--- config.mk ---
export PLATFORM = sky130hd
export DESIGN_NAME = usb_port_ctl_reg
export DESIGN_NICKNAME = d
export VERILOG_FILES = /design/src/rtl/usbp_pkg.sv /design/src/rtl/port_edge_det.sv /design/src/rtl/port_test_sel.sv /design/src/rtl/port_owner_ctl.sv /design/src/rtl/usb_port_ctl_reg.sv
export SDC_FILE = /design/constraint.sdc
export NUM_CORES = 1
export LEC_CHECK = 0
export BUFFER_PORTS_ARGS = -buffer_cell sky130_fd_sc_hd__buf_2
export CAP_MARGIN = 5
export CORE_MARGIN = 2
export CORE_UTILIZATION = 33
export CTS_CLUSTER_SIZE = 40
export DETAILED_ROUTE_END_ITERATION = 12
export GPL_TIMING_DRIVEN = 0
export PLACE_DENSITY = 0.93
export RECOVER_POWER = 25
export SLEW_MARGIN = 25
export SYNTH_ARGS = -nofsm -noshare
export SYNTH_HDL_FRONTEND = slang
export SYNTH_HIERARCHICAL = 1
export SYNTH_SLANG_ARGS = --single-unit
--- constraint.sdc ---
create_clock -name clk -period 1.15 [get_ports clk]
set_input_delay 0 -clock clk [delete_from_list [all_inputs] [get_ports clk]]
set_output_delay 0 -clock clk [all_outputs]
set_load 0.01 [all_outputs]
--- src/rtl/usbp_pkg.sv ---
package usbp_pkg;
  localparam int unsigned REG_W      = 32;
  localparam int unsigned TM_W       = 4;
  localparam int unsigned WAKE_BIT   = 20;
  localparam int unsigned TM_LSB     = 16;
  localparam int unsigned TM_MSB     = TM_LSB + TM_W - 1;
  localparam int unsigned OWNER_BIT  = 13;
  localparam int unsigned POWER_BIT  = 12;

  typedef enum logic [TM_W-1:0] {
    TM_OFF    = 4'd0,
    TM_JSTATE = 4'd1,
    TM_KSTATE = 4'd2,
    TM_SE0NAK = 4'd3,
    TM_PACKET = 4'd4,
    TM_FORCE  = 4'd5
  } test_code_e;

  localparam logic [TM_W-1:0] TM_LAST_LEGAL = TM_FORCE;
endpackage

--- src/rtl/port_edge_det.sv ---
module port_edge_det (
  input  logic clk,
  input  logic rst_n,
  input  logic sig_in,
  output logic rise
);
  logic prev_q;
  logic prev_d;

  always_comb prev_d = sig_in;

  always_ff @(posedge clk or negedge rst_n) begin
    if (!rst_n) prev_q <= 1'b0;
    else        prev_q <= prev_d;
  end

  assign rise = sig_in & ~prev_q;
endmodule

--- src/rtl/port_test_sel.sv ---
module port_test_sel
  import usbp_pkg::*;
(
  input  logic            clk,
  input  logic            rst_n,
  input  logic            wr_en,
  input  logic [TM_W-1:0] wr_code,
  input  logic            run_stop,
  output logic [TM_W-1:0] code,
  output logic            preemph_off
);
  logic [TM_W-1:0] code_q;
  logic [TM_W-1:0] code_d;
  logic            accept;

  always_comb begin
    accept = wr_en && !run_stop && (wr_code <= TM_LAST_LEGAL);
    code_d = accept ? wr_code : code_q;
  end

  always_ff @(posedge clk or negedge rst_n) begin
    if (!rst_n) code_q <= TM_OFF;
    else        code_q <= code_d;
  end

  assign code        = code_q;
  assign preemph_off = (code_q == TM_JSTATE) || (code_q == TM_KSTATE);

  // stored code is never a reserved value
  assert_code_legal_R6: assert property (@(posedge clk) disable iff (!rst_n)
    code <= TM_LAST_LEGAL);

  // no change of test mode while the controller runs
  assert_frozen_running_R7: assert property (@(posedge clk) disable iff (!rst_n)
    run_stop |=> $stable(code));
endmodule

--- src/rtl/port_owner_ctl.sv ---
module port_owner_ctl (
  input  logic clk,
  input  logic rst_n,
  input  logic cfg_flag,
  input  logic wr_en,
  input  logic wr_val,
  output logic owner
);
  logic cfg_rise;
  logic owner_q;
  logic owner_d;

  port_edge_det cfg_edge_i (
    .clk   (clk),
    .rst_n (rst_n),
    .sig_in(cfg_flag),
    .rise  (cfg_rise)
  );

  always_comb begin
    if (!cfg_flag)     owner_d = 1'b1;
    else if (cfg_rise) owner_d = 1'b0;
    else if (wr_en)    owner_d = wr_val;
    else               owner_d = owner_q;
  end

  always_ff @(posedge clk or negedge rst_n) begin
    if (!rst_n) owner_q <= 1'b1;
    else        owner_q <= owner_d;
  end

  assign owner = owner_q;

  // companion holds the port after a cycle with the flag low
  assert_owner_low_cfg_R9: assert property (@(posedge clk) disable iff (!rst_n)
    !cfg_flag |=> owner);

  // a rising flag takes the port back, beating any write
  assert_owner_cfg_rise_R10: assert property (@(posedge clk) disable iff (!rst_n)
    $rose(cfg_flag) |=> !owner);
endmodule

--- src/rtl/usb_port_ctl_reg.sv ---
module usb_port_ctl_reg
  import usbp_pkg::*;
(
  input  logic              clk,
  input  logic              rst_n,
  input  logic              reg_wr,
  input  logic [REG_W-1:0]  reg_wdata,
  output logic [REG_W-1:0]  reg_rdata,
  input  logic              conn_sts,
  input  logic              cfg_flag,
  input  logic              run_stop,
  output logic              pme_set,
  output logic [TM_W-1:0]   test_mode,
  output logic              preemph_off,
  output logic              companion_own
);
  logic wake_en_q;
  logic wake_en_d;
  logic conn_rise;
  logic owner;
  logic unused_wdata;

  assign unused_wdata = ^{reg_wdata[REG_W-1:WAKE_BIT+1], reg_wdata[TM_LSB-1:OWNER_BIT+1],
                          reg_wdata[OWNER_BIT-1:0]};

  always_comb wake_en_d = reg_wr ? reg_wdata[WAKE_BIT] : wake_en_q;

  always_ff @(posedge clk or negedge rst_n) begin
    if (!rst_n) wake_en_q <= 1'b0;
    else        wake_en_q <= wake_en_d;
  end

  port_edge_det conn_edge_i (
    .clk   (clk),
    .rst_n (rst_n),
    .sig_in(conn_sts),
    .rise  (conn_rise)
  );

  assign pme_set = wake_en_q & conn_rise;

  port_test_sel test_sel_i (
    .clk        (clk),
    .rst_n      (rst_n),
    .wr_en      (reg_wr),
    .wr_code    (reg_wdata[TM_MSB:TM_LSB]),
    .run_stop   (run_stop),
    .code       (test_mode),
    .preemph_off(preemph_off)
  );

  port_owner_ctl owner_i (
    .clk     (clk),
    .rst_n   (rst_n),
    .cfg_flag(cfg_flag),
    .wr_en   (reg_wr),
    .wr_val  (reg_wdata[OWNER_BIT]),
    .owner   (owner)
  );

  assign companion_own = owner;

  always_comb begin
    reg_rdata                 = '0;
    reg_rdata[WAKE_BIT]       = wake_en_q;
    reg_rdata[TM_MSB:TM_LSB]  = test_mode;
    reg_rdata[OWNER_BIT]      = owner;
    reg_rdata[POWER_BIT]      = 1'b1;
  end

  // wake request never lasts more than one clock
  assert_pme_single_R2: assert property (@(posedge clk) disable iff (!rst_n)
    pme_set |=> !pme_set);

  // no wake request without the enable
  assert_pme_needs_enable_R3: assert property (@(posedge clk) disable iff (!rst_n)
    pme_set |-> reg_rdata[WAKE_BIT]);

  // pre-emphasis forced off only in J/K tests
  assert_preemph_jk_R5: assert property (@(posedge clk) disable iff (!rst_n)
    preemph_off |-> (test_mode == TM_JSTATE || test_mode == TM_KSTATE));

  // fixed bits
  assert_fixed_bits_R8: assert property (@(posedge clk) disable iff (!rst_n)
    reg_rdata[POWER_BIT] && reg_rdata[TM_LSB-1:OWNER_BIT+1] == '0);
endmodule

Word level (Yosys, flattened, before mapping)
Cells that the tools add are included.

Order comparisons: 1. Reduce and logical (&&, ||, !) cells: 4. Bitwise logic cells: 5. Equality and inequality tests: 3. Muxes and demuxes: 3.

Operator list (number): equality test 4 x 1 -> 1 bit, second input constant (1); equality test 4 x 2 -> 1 bit, second input constant (1); <= comparator 4 x 3 -> 1 bit, second input constant (1); AND 1 bit (3); two-way mux 1 bit (3); != test 3 x 2 -> 1 bit, second input constant (1); logical AND 1 bit (2); inverter 1 bit (2); zero test 1 bit (1); logical OR 1 bit (1).

Register bits: 8. Output and inout port bits: 39.

Longest topological paths before layout
Depth after elaboration: 4. Depth in mapped cells: 3.

Modules after synthesis
Netlist, hierarchy kept.

Modules (own cells, without submodules): usb_port_ctl_reg (seq. area each 25.0 sq um, area an instance 294.0 sq um, instances 1, cells each 37); port_test_sel (seq. area each 100.1 sq um, area an instance 173.9 sq um, instances 1, cells each 12); port_edge_det (seq. area each 25.0 sq um, area an instance 38.8 sq um, instances 2, cells each 2); port_owner_ctl (seq. area each 26.3 sq um, area an instance 41.3 sq um, instances 1, cells each 3).

Least setup slack after synthesis
OpenSTA, ideal clock, no wires.

Path kind: register -> output. From: register test_sel_i.code_q[1] (netlist: test_sel_i/code[1]). To: output preemph_off. Path slack: 0.326 ns. Data required time: 1.150 ns. Arrival: 0.824 ns. Cell stages (with the launch flop): 3. Cells stage by stage: dfrtp_1 > xnor2_1 > nor3_1.

Cells in the longest elaborated chain, start to end: 2. Elaborated cells on any way between the ends: 3. Those cells by class: eq/ne (2); reduce/logical (1).

RTL lines: start: declaration (RTL line port_test_sel.sv:12) `logic [TM_W-1:0] code_q;`; start signal: assignment (RTL line port_test_sel.sv:23) `else code_q <= code_d;`; equality test 4 x 1 -> 1 bit / equality test 4 x 2 -> 1 bit (equally long branches) (RTL line port_test_sel.sv:27) `assign preemph_off = (code_q == TM_JSTATE) || (code_q == TM_KSTATE);`; logical OR 1 bit (*) (RTL line port_test_sel.sv:27); end: declaration (RTL line usb_port_ctl_reg.sv:14) `output logic preemph_off,`.

Every way passes the cells marked *; elsewhere a longest branch is shown, timed or not.

Worst setup path after layout
Same ends and word-level chain as after synthesis.

==> metrics <==
WS Path Type flop to output pin; Starting DRT DRC Count 2; Yosys reg bits 8; biggest area consumer among synthesized cells buf_4; Post-synth EDFFs 0; count leader, synth buf_4; Final Slew Violations 0; Critical Path RT 1150 ps; startpoint class of the critical path flop; core footprint 1710 sq um; post-CTS sizing 0; Ports just under 80; GRT Util Overall under 10%; Yosys top cell area share 40.9%; mux cell area share after synthesis 10.0%; hpwl dp 793 um; grt total ovfl 0; Clock Latency Late Sink roughly 240 ps; WP data arrival 1070 ps; clock buffer count from CTS 3; ys async rst share 100%; DIE WIDTH 46.2 um; main combinational cell family by area after synthesis buffers and inverters; CTS tree done; first-pass GRT wire length roughly 1.6 mm; port bufs 24; status finished clean; Mapped Cells 56; Synth Area in Simple Gates approximately 9%; Die H 46.2 um; share of cells above drive strength 1 60.2%; Bufs on Longest Clock Path 2; Worst VDD drop 709 uV; Hold Fails Final Rpt 0; RSZ-0062 raised after global routing yes; drc violations 0; CP max FO 4; clock sinks 8; max frequency roughly 0.93 GHz; Hold WC Path Type input pin to flop; CTS clk-pin slew, worst paths 60 ps; final design utilization 52.9%; H-tree levels 1; TritonRoute pass-1 iters 2; post-synthesis compound-gate area fraction 2.99%; Antenna Violating Nets Remaining 0; pin count of the biggest net entering global routing 9; largest cells by area after synthesis buf_4 41%, dfrtp_1 30%, mux2_2 5.8%; Final period util 93.1%; CP Capture Type output pin; Post-Synth XOR/XNOR Area under 10%; Clock Skews 0.0346 ps; vias approximately 460; max_cap viols 0; placed inst area 828 sq um; setup TNS 0 ps; vias in the first global route 387; # setup viols final 0; ant diodes 0; Post-Syn Area ~600 sq um; design area 903 sq um; initial antenna violation count 0; Routed wire per std cell between 7 and 8 um; Final Wtd Congestion around 0.66; Starting Density 34.4%; Adder-Cell Fraction of Synth Area 0%; minimum clock period 1070 ps; via/cell ratio 3.31; die area about 2100 sq um; Area Growth Syn to Fin 53.9%; Pleak 0.538 nW; post-synth cell types 15; number of placement rows 15; Root Buffer clkbuf_4; most frequent cells after synthesis 32 x buf_4, 7 x dfrtp_1, 3 x mux2_2; Power Dens Cells roughly 1000 nW/um^2; Layout Nets 152; register area share after synthesis between 30 and 40%; YS warnings 6; Post-Route WL 980 um; top_reg_cell synth dfrtp_1; synthesized area per cell 10.5 sq um; fillers 151
==> logic make-up (layout without fill, tap and decap cells) <==
family / after synthesis / after routing
DFF: 8 / 8
buffers and inverters: 32 / 65
muxes: 5 / 5
AOI/OAI and AO/OA: 2 / 2
and+or+nand+nor: 6 / 6
xor gates and xnor gates: 1 / 1
other: 2 / 26
==> cell usage in the layout (no fill, tap or decap), drive strengths merged <==
cell type / netlist / routed
buf: 32 / 55
conb: 2 / 26
dfrtp: 7 / 7
dlygate4sd3: 0 / 5
clkbuf: 0 / 5
mux2: 4 / 4
nor2b: 2 / 2
and2: 2 / 2
mux2i: 1 / 1
o21ai: 1 / 1
dfstp: 1 / 1
xnor2: 1 / 1
nor3: 1 / 1
a211oi: 1 / 1
nand2: 1 / 1
==> worst max-delay path, stage by stage, from the launching register on <==
cell     delay, ps
dfrtp_1        410
xnor2_1        130
nor3_1         120
buf_2          150
==> per-stage QoR <==
step	power, mW	instances	hold slack (ps)	setup WS, ps
floorplan	0.588	80	-296	326
global placement	0.685	129	-156	320
detailed placement	0.693	129	-149	296
CTS	0.935	138	0.311	59.9
global route	0.992	138	15.5	-63.4
finish	0.928	138	9.27	79.5
==> cell type report <==
class                   count  area [sq um]  area share [%]
plain buffers              32           240            26.6
multi-input cells          40           235            26.0
flip-flops and latches      8           201            22.3
repair buffers             29           169            18.7
well taps                  25          31.3            3.46
clock buffers               4          26.3            2.91
==> flip-flops by register name (all words and copies together) (netlist names) <==
name / flops
conn_edge_i/prev_q: 1
owner_i/cfg_edge_i/prev_q: 1
owner_i/owner: 1
test_sel_i/code: 4
wake_en_q: 1
==> timing repair <==
| action | CTS | global route |
|---|---|---|
| endpoints found under the hold margin | 13 | 0 |
| buffers inserted | 0 | 0 |
| hold buffers | 5 | 0 |
| endpoints found under the setup margin | 0 | 1 |
==> routing by layer <==
metal	GRT usage [%]	wire, um	up-vias
li1	-	-	231
met2	20.6	504	39
met5	0	0	-
met4	1.71	0	0
met1	9.76	348	187
met3	1.18	127	0
==> path summary, 6_finish.rpt <==
check,start,endpoint,slack [ps],cells after the start
max,test_sel_i/code[1]$_DFFE_PN0P_,preemph_off,80,3
min,reg_wdata[18],test_sel_i/code[2]$_DFFE_PN0P_,9,2
max reg2reg,owner_i/owner$_DFFE_PN1P_,owner_i/owner$_DFFE_PN1P_,310,2
min reg2reg,wake_en_q$_DFFE_PN0P_,wake_en_q$_DFFE_PN0P_,550,1
max in group asynchronous,rst_n,owner_i/owner$_DFFE_PN1P_,600,2
min in group asynchronous,rst_n,test_sel_i/code[2]$_DFFE_PN0P_,210,2
==> power breakdown <==
part           internal, mW  switching, mW
Sequential            0.317         0.0336
Combinational         0.204          0.149
Clock                 0.133         0.0927
Total                 0.653          0.275
No activity file was read; power rests on OpenSTA's default activity.
